<file path="src/rtl/i2c_tgen_pkg.sv">
package i2c_tgen_pkg;

   typedef enum logic [1:0] {
      K_BIT   = 2'd0,
      K_START = 2'd1,
      K_STOP  = 2'd2
   } kind_e;

   typedef enum logic [1:0] {
      PH_IDLE  = 2'd0,
      PH_LOW   = 2'd1,
      PH_HIGH  = 2'd2,
      PH_HIGH2 = 2'd3
   } phase_e;

   // code 3 is handled as an ordinary bit
   function automatic kind_e decode_kind(input logic [1:0] code);
      case (code)
         2'd1:    decode_kind = K_START;
         2'd2:    decode_kind = K_STOP;
         default: decode_kind = K_BIT;
      endcase
   endfunction

   // speed field to pair index: 0 standard, 1 fast, 2 high speed
   function automatic logic [1:0] pair_index(input logic [1:0] spd);
      case (spd)
         2'd2:    pair_index = 2'd1;
         2'd3:    pair_index = 2'd2;
         default: pair_index = 2'd0;
      endcase
   endfunction

endpackage

</file>
<file path="src/rtl/tgen_floor.sv">
// Raises a raw count to a minimum, then adds the fixed phase offset.
module tgen_floor #(
   parameter int W    = 16,
   parameter int MINV = 8,
   parameter int ADD  = 1
) (
   input  logic [W-1:0] raw,
   output logic [W:0]   eff
);
   logic [W:0] base;

   always_comb begin
      if (raw < W'(MINV)) base = (W+1)'(MINV);
      else                base = {1'b0, raw};
      eff = base + (W+1)'(ADD);
   end
endmodule

</file>
<file path="src/rtl/tgen_pair_sel.sv">
// Effective high/low lengths for every speed pair, then the selected one.
module tgen_pair_sel
   import i2c_tgen_pkg::*;
#(
   parameter int CNT_W    = 16,
   parameter int MIN_HCNT = 6,
   parameter int MIN_LCNT = 8,
   parameter int HIGH_ADD = 8,
   parameter int LOW_ADD  = 1,
   parameter int NPAIR    = 3
) (
   input  logic [1:0]                  speed,
   input  logic [NPAIR-1:0][CNT_W-1:0] hi_raw,
   input  logic [NPAIR-1:0][CNT_W-1:0] lo_raw,
   output logic [CNT_W:0]              h_eff,
   output logic [CNT_W:0]              l_eff
);
   logic [NPAIR-1:0][CNT_W:0] h_all;
   logic [NPAIR-1:0][CNT_W:0] l_all;
   logic [1:0]                idx;

   for (genvar g = 0; g < NPAIR; g++) begin : g_pair
      tgen_floor #(.W(CNT_W), .MINV(MIN_HCNT), .ADD(HIGH_ADD)) u_hi (
         .raw (hi_raw[g]),
         .eff (h_all[g])
      );
      tgen_floor #(.W(CNT_W), .MINV(MIN_LCNT), .ADD(LOW_ADD)) u_lo (
         .raw (lo_raw[g]),
         .eff (l_all[g])
      );
   end

   assign idx   = pair_index(speed);
   assign h_eff = h_all[idx];
   assign l_eff = l_all[idx];
endmodule

</file>
<file path="src/rtl/tgen_hold_calc.sv">
// SDA change index inside the low phase: hold + offset, clamped so data
// settles before SCL is released.
module tgen_hold_calc #(
   parameter int HOLD_W   = 16,
   parameter int EW       = 17,
   parameter int HOLD_ADD = 2,
   parameter int GAP      = 2,
   localparam int CW      = (HOLD_W + 1 > EW) ? HOLD_W + 1 : EW
) (
   input  logic [HOLD_W-1:0] hold,
   input  logic [EW-1:0]     l_eff,
   output logic [CW-1:0]     hold_idx
);
   logic [CW-1:0] want;
   logic [CW-1:0] limit;

   always_comb begin
      want  = CW'(hold) + CW'(HOLD_ADD);
      limit = CW'(l_eff) - CW'(GAP);
      hold_idx = (want < limit) ? want : limit;
   end
endmodule

</file>
<file path="src/rtl/tgen_phase_fsm.sv">
// Phase sequencer: low phase with SDA strobe, stretch-aware high phase,
// second high interval for START/STOP conditions.
module tgen_phase_fsm
   import i2c_tgen_pkg::*;
#(
   parameter int EW  = 17,
   parameter int HW  = 17,
   localparam int CTW = (EW > HW) ? EW : HW
) (
   input  logic          clk,
   input  logic          rst_n,
   input  logic          cmd_valid,
   input  logic [1:0]    cmd_kind,
   input  logic [EW-1:0] h_eff,
   input  logic [EW-1:0] l_eff,
   input  logic [HW-1:0] hold_idx,
   input  logic          scl_in,
   output logic          cmd_ready,
   output logic          scl_low,
   output logic          sda_strobe,
   output logic          sample_strobe,
   output logic          sda_cond_low,
   output logic          scl_stretch,
   output logic          done
);
   phase_e         phase;
   kind_e          kind_q;
   logic [CTW-1:0] cnt;
   logic [CTW-1:0] h_q;
   logic [CTW-1:0] l_q;
   logic [CTW-1:0] hd_q;
   logic           last_hi;
   logic           last_lo;
   logic           in_high;

   assign last_hi = (cnt == h_q - CTW'(1));
   assign last_lo = (cnt == l_q - CTW'(1));
   assign in_high = (phase == PH_HIGH) || (phase == PH_HIGH2);

   always_ff @(posedge clk or negedge rst_n) begin
      if (!rst_n) begin
         phase        <= PH_IDLE;
         kind_q       <= K_BIT;
         cnt          <= '0;
         h_q          <= '0;
         l_q          <= '0;
         hd_q         <= '0;
         sda_cond_low <= 1'b0;
         done         <= 1'b0;
      end else begin
         done <= 1'b0;
         case (phase)
            PH_IDLE: begin
               if (cmd_valid) begin
                  kind_q <= decode_kind(cmd_kind);
                  h_q    <= CTW'(h_eff);
                  l_q    <= CTW'(l_eff);
                  hd_q   <= CTW'(hold_idx);
                  cnt    <= '0;
                  phase  <= PH_LOW;
               end
            end
            PH_LOW: begin
               if (cnt == hd_q) sda_cond_low <= (kind_q == K_STOP);
               if (last_lo) begin
                  cnt   <= '0;
                  phase <= PH_HIGH;
               end else begin
                  cnt <= cnt + CTW'(1);
               end
            end
            PH_HIGH: begin
               if (scl_in) begin
                  if (last_hi) begin
                     cnt <= '0;
                     if (kind_q == K_BIT) begin
                        phase <= PH_IDLE;
                        done  <= 1'b1;
                     end else begin
                        phase        <= PH_HIGH2;
                        sda_cond_low <= (kind_q == K_START);
                     end
                  end else begin
                     cnt <= cnt + CTW'(1);
                  end
               end
            end
            default: begin
               if (scl_in) begin
                  if (last_hi) begin
                     cnt   <= '0;
                     phase <= PH_IDLE;
                     done  <= 1'b1;
                  end else begin
                     cnt <= cnt + CTW'(1);
                  end
               end
            end
         endcase
      end
   end

   assign cmd_ready     = (phase == PH_IDLE);
   assign scl_low       = (phase == PH_LOW);
   assign sda_strobe    = (phase == PH_LOW) && (cnt == hd_q);
   assign sample_strobe = (phase == PH_HIGH) && (kind_q == K_BIT) && scl_in
                          && (cnt == (h_q >> 1));
   assign scl_stretch   = in_high && !scl_in;
endmodule

</file>
<file path="src/rtl/i2c_scl_timing.sv">
module i2c_scl_timing
   import i2c_tgen_pkg::*;
#(
   parameter int CNT_W    = 16,
   parameter int HOLD_W   = 16,
   parameter int MIN_HCNT = 6,
   parameter int MIN_LCNT = 8,
   parameter int HIGH_ADD = 8,
   parameter int LOW_ADD  = 1,
   parameter int HOLD_ADD = 2
) (
   input  logic              clk,
   input  logic              rst_n,
   input  logic              cmd_valid,
   input  logic [1:0]        cmd_kind,
   output logic              cmd_ready,
   input  logic [1:0]        speed_mode,
   input  logic [CNT_W-1:0]  std_hi,
   input  logic [CNT_W-1:0]  std_lo,
   input  logic [CNT_W-1:0]  fast_hi,
   input  logic [CNT_W-1:0]  fast_lo,
   input  logic [CNT_W-1:0]  hs_hi,
   input  logic [CNT_W-1:0]  hs_lo,
   input  logic [HOLD_W-1:0] sda_hold_cnt,
   input  logic              scl_in,
   output logic              scl_low,
   output logic              sda_strobe,
   output logic              sample_strobe,
   output logic              sda_cond_low,
   output logic              scl_stretch,
   output logic              done
);
   localparam int EW    = CNT_W + 1;
   localparam int HW    = (HOLD_W + 1 > EW) ? HOLD_W + 1 : EW;
   localparam int NPAIR = 3;
   localparam int GAP   = 2;

   if (CNT_W < 4) begin : g_chk_cnt
      $error("CNT_W must be at least 4");
   end
   if (HOLD_W < 1) begin : g_chk_hold
      $error("HOLD_W must be at least 1");
   end
   if (MIN_LCNT + LOW_ADD < GAP + 2) begin : g_chk_low
      $error("minimum low phase too short for the hold clamp");
   end
   if (MIN_HCNT + HIGH_ADD < 2) begin : g_chk_high
      $error("minimum high phase too short for a midpoint");
   end

   logic [EW-1:0] h_eff;
   logic [EW-1:0] l_eff;
   logic [HW-1:0] hold_idx;

   tgen_pair_sel #(
      .CNT_W(CNT_W), .MIN_HCNT(MIN_HCNT), .MIN_LCNT(MIN_LCNT),
      .HIGH_ADD(HIGH_ADD), .LOW_ADD(LOW_ADD), .NPAIR(NPAIR)
   ) u_sel (
      .speed  (speed_mode),
      .hi_raw ({hs_hi, fast_hi, std_hi}),
      .lo_raw ({hs_lo, fast_lo, std_lo}),
      .h_eff  (h_eff),
      .l_eff  (l_eff)
   );

   tgen_hold_calc #(
      .HOLD_W(HOLD_W), .EW(EW), .HOLD_ADD(HOLD_ADD), .GAP(GAP)
   ) u_hold (
      .hold     (sda_hold_cnt),
      .l_eff    (l_eff),
      .hold_idx (hold_idx)
   );

   tgen_phase_fsm #(.EW(EW), .HW(HW)) u_fsm (
      .clk           (clk),
      .rst_n         (rst_n),
      .cmd_valid     (cmd_valid),
      .cmd_kind      (cmd_kind),
      .h_eff         (h_eff),
      .l_eff         (l_eff),
      .hold_idx      (hold_idx),
      .scl_in        (scl_in),
      .cmd_ready     (cmd_ready),
      .scl_low       (scl_low),
      .sda_strobe    (sda_strobe),
      .sample_strobe (sample_strobe),
      .sda_cond_low  (sda_cond_low),
      .scl_stretch   (scl_stretch),
      .done          (done)
   );
endmodule

</file>
<file path="config.mk">
export PLATFORM = sky130hd
export DESIGN_NAME = i2c_scl_timing
export DESIGN_NICKNAME = d
export VERILOG_FILES = /design/src/rtl/i2c_tgen_pkg.sv /design/src/rtl/tgen_floor.sv /design/src/rtl/tgen_pair_sel.sv /design/src/rtl/tgen_hold_calc.sv /design/src/rtl/tgen_phase_fsm.sv /design/src/rtl/i2c_scl_timing.sv
export SDC_FILE = /design/constraint.sdc
export NUM_CORES = 1
export LEC_CHECK = 0
export BUFFER_PORTS_ARGS = -buffer_cell sky130_fd_sc_hd__buf_2
export CAP_MARGIN = 0
export CORE_AREA = 2 2 144 111
export CTS_CLUSTER_DIAMETER = 60
export CTS_CLUSTER_SIZE = 8
export DETAILED_ROUTE_END_ITERATION = 8
export DIE_AREA = 0 0 146 113
export PLACE_DENSITY = 0.77
export SLEW_MARGIN = 20
export SYNTH_ARGS = -nofsm -noshare
export SYNTH_HDL_FRONTEND = slang
export SYNTH_SLANG_ARGS = --single-unit
</file>
<file path="constraint.sdc">
create_clock -name clk -period 3.97 [get_ports clk]
set_clock_uncertainty 0.05 [all_clocks]
set_input_delay 0.1985 -clock clk [delete_from_list [all_inputs] [get_ports clk]]
set_output_delay 0.1985 -clock clk [all_outputs]
set_load 0.1 [all_outputs]
</file>
# Yosys cells after proc, flatten, opt, wreduce, memory -nomap -nowiden

Cells that the tools add are included.

Output and inout port bits: 7
Register bits after elaboration: 74
Word-level logic and storage cells: 100
Bits of input ports: 120

Add/sub/neg operators: 11
Reduce and logical (&&, ||, !) cells: 17
Eq/ne operators: 19
$lt $le $gt $ge: 8
Muxes and demuxes: 37

Operators with widths:

| kind                                                         | number |
|---|---|
| two-way mux 17 bit                                           | 7 |
| two-way mux 16 bit                                           | 6 |
| adder 17 x 1 -> 17 bit (second input constant)               | 4 |
| binary-select mux 17 bit (select 2 bit)                      | 2 |
| adder 17 x 4 -> 17 bit (second input constant)               | 3 |
| == test 17 bit                                               | 3 |
| less-than comparator 16 x 3 -> 1 bit (second input constant) | 3 |
| less-than comparator 16 x 4 -> 1 bit (second input constant) | 3 |
| case mux 17 bit (2 select lines)                             | 1 |
| subtractor 17 x 1 -> 17 bit (second input constant)          | 2 |
| adder 16 x 2 -> 17 bit (second input constant)               | 1 |
| == test 17 x 16 -> 1 bit                                     | 1 |
| less-than comparator 17 bit                                  | 1 |
| subtractor 17 x 2 -> 17 bit (second input constant)          | 1 |
| two-way mux 2 bit                                            | 7 |
| == test 2 bit (second input constant)                        | 6 |
| two-way mux 1 bit                                            | 9 |
| case mux 2 bit (2 select lines)                              | 2 |
| == test 2 x 1 -> 1 bit (second input constant)               | 3 |
| inequality test 2 x 1 -> 1 bit (second input constant)       | 3 |
| inequality test 2 bit (second input constant)                | 3 |
| case mux 2 bit (3 select lines)                              | 1 |
| AND reduction 6 bit                                          | 1 |
| nonzero test 3 bit                                           | 2 |
| 10 further kinds                                             | 17 |

# Longest topological paths before layout

Depth in word-level cells: 8
Gate-level depth with buffers: 26
Gate-level depth less buffers: 24

# Modules after synthesis

Synthesis repeated with hierarchy kept, for this count alone.

Cell total of the unflattened synthesis: 1023
Area total of the unflattened synthesis: 8548.2 µm²

Modules (own cells, without submodules):

| module                                 | cells an instance | times used | seq. area each (µm²) | area each (µm²) |
|---|---|---|---|---|
| tgen_phase_fsm                         | 495               | 1          | 1851.8               | 4789.6 |
| tgen_hold_calc                         | 147               | 1          | 0.0                  | 1123.6 |
| tgen_floor at u_sel.g_pair[0].u_lo ... | 45                | 3          | 0.0                  | 321.6 |
| tgen_floor at u_sel.g_pair[0].u_hi ... | 44                | 3          | 0.0                  | 306.5 |
| tgen_pair_sel                          | 114               | 1          | 0.0                  | 750.7 |

# Worst setup path before layout

No wires, ideal clock.

Path kind: input to register
From: input std_lo[12]
To: register u_fsm.hd_q[11]
Slack: -897 ps
Arrival: 4680 ps
Path buffers: 2
Required time: 3782 ps
Setup time: 138 ps
Stages: 23
Path through: nor4_1 nand2_1 or2_2 and2_1 ha_1 inv_1 nor2_1 xnor2_1 o21ai_0 nand4_1 nor3b_1 xor2_1 ha_1 a21o_1 a21o_1 a21o_1 a21oi_1 o21ai_0 or2_2 clkbuf_1 clkbuf_1 a32oi_1 o211ai_1

Longest elaborated chain between the ends: 8

RTL lines:

| what                                       | RTL line             | source |
|---|---|---|
| start: declaration                         | i2c_scl_timing.sv:19 | `input logic [CNT_W-1:0] std_lo,` |
| less-than comparator 16 x 4 -> 1 bit       | tgen_floor.sv:13     | `if (raw < W'(MINV)) base = (W+1)'(MINV);` |
| two-way mux 16 bit *                       | tgen_floor.sv:13     |  |
| adder 17 x 1 -> 17 bit *                   | tgen_floor.sv:15     | `eff = base + (W+1)'(ADD);` |
| binary-select mux 17 bit (select 2 bit) *  | tgen_pair_sel.sv:35  | `assign l_eff = l_all[idx];` |
| two-way mux 17 bit (not written as such) * | tgen_pair_sel.sv:35  |  |
| subtractor 17 x 2 -> 17 bit *              | tgen_hold_calc.sv:19 | `limit = CW'(l_eff) - CW'(GAP);` |
| less-than comparator 17 bit                | tgen_hold_calc.sv:20 | `hold_idx = (want < limit) ? want : limit;` |
| two-way mux 17 bit *                       | tgen_hold_calc.sv:20 |  |
| end signal: assignment                     | tgen_phase_fsm.sv:58 | `hd_q <= CTW'(hold_idx);` |
| end: declaration                           | tgen_phase_fsm.sv:31 | `logic [CTW-1:0] hd_q;` |

Every way passes the cells marked *; elsewhere a longest branch is shown, timed or not. The select of a mux whose other input is x is not followed.
A chain may end at the register's enable or synchronous reset.

# Worst setup path after layout

From: input hs_lo[9]
To: register u_fsm.hd_q[15]

Longest elaborated chain between the ends: 8

RTL lines:

| what                                       | RTL line             | source |
|---|---|---|
| start: declaration                         | i2c_scl_timing.sv:23 | `input logic [CNT_W-1:0] hs_lo,` |
| less-than comparator 16 x 4 -> 1 bit       | tgen_floor.sv:13     |  |
| two-way mux 16 bit *                       | tgen_floor.sv:13     |  |
| adder 17 x 1 -> 17 bit *                   | tgen_floor.sv:15     |  |
| binary-select mux 17 bit (select 2 bit) *  | tgen_pair_sel.sv:35  |  |
| two-way mux 17 bit (not written as such) * | tgen_pair_sel.sv:35  |  |
| subtractor 17 x 2 -> 17 bit *              | tgen_hold_calc.sv:19 |  |
| less-than comparator 17 bit                | tgen_hold_calc.sv:20 |  |
| two-way mux 17 bit *                       | tgen_hold_calc.sv:20 |  |

Marks and branches as above.

==> flow_metrics.tcl <==
set metrics [dict create \
    ant_nets 0 \
    muxShareOfSynthArea_pct 1.754 \
    mostFrequentLayoutCells "buf_4 (126), buf_2 (122), nand2_1 (119)" \
    post-place-cells 1452 \
    yosysWarningCount 0 \
    synth_edf_count 0 \
    overflow 0 \
    drtPass1Iterations 5 \
    max_clock_freq_mhz 240.6 \
    nets 1428 \
    synth_seq_area_share_pct 22.77 \
    stdcell_count 1491 \
    insertion_delay_ns 0.34 \
    final-hold-violation-count 0 \
    worstPathCellList "buf_2, nor4_4, nand4_1, and2_4, ha_4, and4_4, a211o_1, o311a_1, o21ai_2, nand4_1, nor3b_2, xor2_1, ha_1, a21o_1, a21o_1, a21o_1, a21oi_2, o21ai_4, or2_4, and3_4, mux2i_1, nand2_1" \
    gr-usage-met1_pct 44.38 \
    grt_max_degree 57 \
    worstSetupEndpointType "flop" \
    hpwl_um 20400 \
    cpMostUsedCell "a21o_1" \
    cts_buffer_depth 2 \
    drt_first_iter_violations 712 \
    fin_setup_tns_ns -1.417 \
    cts.sinks 74 \
    rsz0062_at_grt "yes" \
    synth_compound_area_share_pct 17.22 \
    cts-root-buf "clkbuf_16" \
    drc 0 \
    areaGrowthSynthToFinish_pct 31.46 \
    globalRouteMet2Util_pct 51.79 \
    hold_class "input port to flop" \
    finalSetupViolCount 16 \
    grt_usage_pct 31.54 \
    synthArstFlopShare_pct 100.0 \
    die_w_um 146 \
    max_cap_violations 0 \
    numCtsBuffers 9 \
    antennaDiodeCount 0 \
    routabilityCongestion 0.9715 \
    synth_seq_cells 74 \
    cts_tree "yes" \
    synth_xor_area_share_pct 18.09 \
    vias 9033 \
    peakVddDrop_mv 0.2311 \
    numPortBuffers 126 \
    grt_pass1_vias 8403 \
    die_y_um 113 \
    core_area_mm2 0.01503 \
    grt_pass1_wl_um 42150 \
    post-place-ws_ns -0.5188 \
    routed_via_density 6.058 \
    crit_type "input port to flop" \
    slew_violations 0 \
    slew_headroom_pct 34.18 \
    crit_path_max_fanout 6 \
    io_pins 127 \
    drive_above_1_share_pct 30.17 \
    clkTransAtPathRegs_ns 0.06 \
    critPathRequiredTime_ns 4.14 \
    num_rows 39 \
    ys_types 76 \
    synthAdderAreaFrac_pct 4.154 \
    synth_top_family_by_area "simple AND/OR/NAND/NOR gates" \
    min_period_ns 4.156 \
    syn_area_per_cell_um2 7.579 \
    worst_slew_pin_slew_ns 0.9873 \
    p_leak_nw 4.648 \
    violations "negative setup slack" \
    drt-wirelength-per-cell_um 18.03 \
    p_per_area_mw_per_mm2 274.5 \
    outcome "finished, violations left" \
    cp-start-kind "input port" \
    wl_um 26880 \
    cp_slowest_stage_delay_ns 0.31 \
    final_common_cell "buf_4" \
    slowest_stage "nor4_4" \
    syn_nets 1220 \
    yosys.area_share.simple_pct 31.35 \
    use_met3_pct 4.194 \
    syn_inst 1073 \
    htree_levels 3 \
    syn_area_mm2 0.008133 \
    fin_crit_sh_pct 104.7 \
    initial_core_util_pct 54.11 \
    synth_ff_type "dfrtp_1" \
    grt-busiest-layer "met2" \
    antenna_found_initial 0 \
    critical_path_arrival_ns 4.33 \
    fin_ws_ns -0.1863 \
    die_area_mm2 0.01650 \
]
-- routing by layer --
metal / vias up / part of all wire [%]
li1: 4278 / -
met1: 4256 / 44
met2: 444 / 46
met3: 55 / 7.7
met4: 0 / 2.0
met5: - / 0
-- registers in the layout, summed over array words and instances, names as in the netlist --
register,flops
u_fsm.sda_cond_low,1
u_fsm.cnt,17
u_fsm.phase,2
u_fsm.l_q,17
u_fsm.h_q,17
u_fsm.hd_q,17
u_fsm.done,1
u_fsm.kind_q,2
-- critical path, delay by kind of cell --
kind	cells	cell delay, ns
xor+xnor	1	0.29
compound gates	8	1.27
simple gates	9	1.83
fa+ha+maj	2	0.47
buf+inv	1	0.13
mux	1	0.13
-- stage by stage --
step	hold WS (ns)	utilization, %	power, W	cell area [um^2]
3_3_place_gp	0.3509	64.94	0.001880	9759
4_1_cts	0.04454	68.46	0.002829	10290
6_report	0.05388	71.14	0.002935	10690
5_1_grt	0.05432	71.14	0.003073	10690
3_5_place_dp	0.3532	64.94	0.001908	9759
2_1_floorplan	-0.1471	-	0.001503	8292
-- path summary, 6_finish.rpt --
path                                     from              end  slack (ns)  cells past startpoint
worst max register to register   u_fsm.h_q[3]     u_fsm.cnt[5]        0.36                     10
worst min register to register  u_fsm.hd_q[1]    u_fsm.hd_q[1]        0.46                      2
worst min-delay path              cmd_kind[1]  u_fsm.kind_q[1]        0.05                      3
worst max-delay path                 hs_lo[9]   u_fsm.hd_q[15]       -0.19                     22
max in group asynchronous               rst_n     u_fsm.h_q[2]        2.35                      3
min in group asynchronous               rst_n    u_fsm.hd_q[4]        0.51                      2
-- where the power goes --
group | switching, W | internal (W) | total [W]
combinational | 0.000569 | 0.000526 | 0.00109
clock | 0.000335 | 0.000553 | 0.000888
sequential | 0.000152 | 0.000800 | 0.000952
total | 0.00106 | 0.00188 | 0.00293
-- cells in the mapped netlist, types with 5 or more instances --
cell type | instances | area [um^2]
a21o_1 | 9 | 67.56
a41oi_1 | 5 | 43.79
nor2_1 | 84 | 315.3
and4_1 | 10 | 87.58
nor3_1 | 31 | 155.2
and3_1 | 26 | 162.7
a31o_2 | 5 | 43.79
inv_1 | 28 | 105.1
clkbuf_1 | 60 | 225.2
o21ai_0 | 72 | 360.4
o211ai_1 | 10 | 75.07
or2_2 | 5 | 31.28
dfrtp_1 | 74 | 1852
and2_1 | 18 | 112.6
o22ai_1 | 6 | 37.54
a31oi_1 | 8 | 50.05
xor2_1 | 84 | 735.7
or4_1 | 8 | 60.06
nor3b_1 | 6 | 45.04
nand2b_1 | 9 | 56.30
nand4_1 | 31 | 193.9
nand3_1 | 59 | 295.3
or3_1 | 10 | 62.56
ha_1 | 27 | 337.8
mux2i_1 | 12 | 120.1
xnor2_1 | 84 | 735.7
nor4_1 | 30 | 187.7
a211oi_1 | 17 | 127.6
a21oi_1 | 36 | 180.2
nand2_1 | 124 | 465.5
nor2b_1 | 6 | 37.54
nor2_2 | 5 | 31.28
-- kinds of logic after synthesis --
family | Yosys count
adder cells (fa/ha/maj) | 27
buffers and inverters | 95
flip-flops | 74
XOR/XNOR | 168
multiplexers | 14
AND/OR/NAND/NOR | 483
AO/OA/AOI/OAI | 212
-- final cells by class --
cell class / count / area, um^2
multi-input combinational: 905 / 6417
fill: 1196 / 4338
sequential: 74 / 1852
timing repair buffer: 261 / 1732
tap: 205 / 256.5
clock buffer: 10 / 229.0
inverter: 30 / 115.1
clock inverter: 6 / 90.09
-- repair_timing --
item,CTS,global route
buffers inserted,8,12
resized for setup,25,78
hold endpoints to repair,43,0
pin swaps,19,52
hold buffers,1,0
setup endpoints to repair,17,31
gates cloned,1,1
No activity file was read; power rests on OpenSTA's default activity.
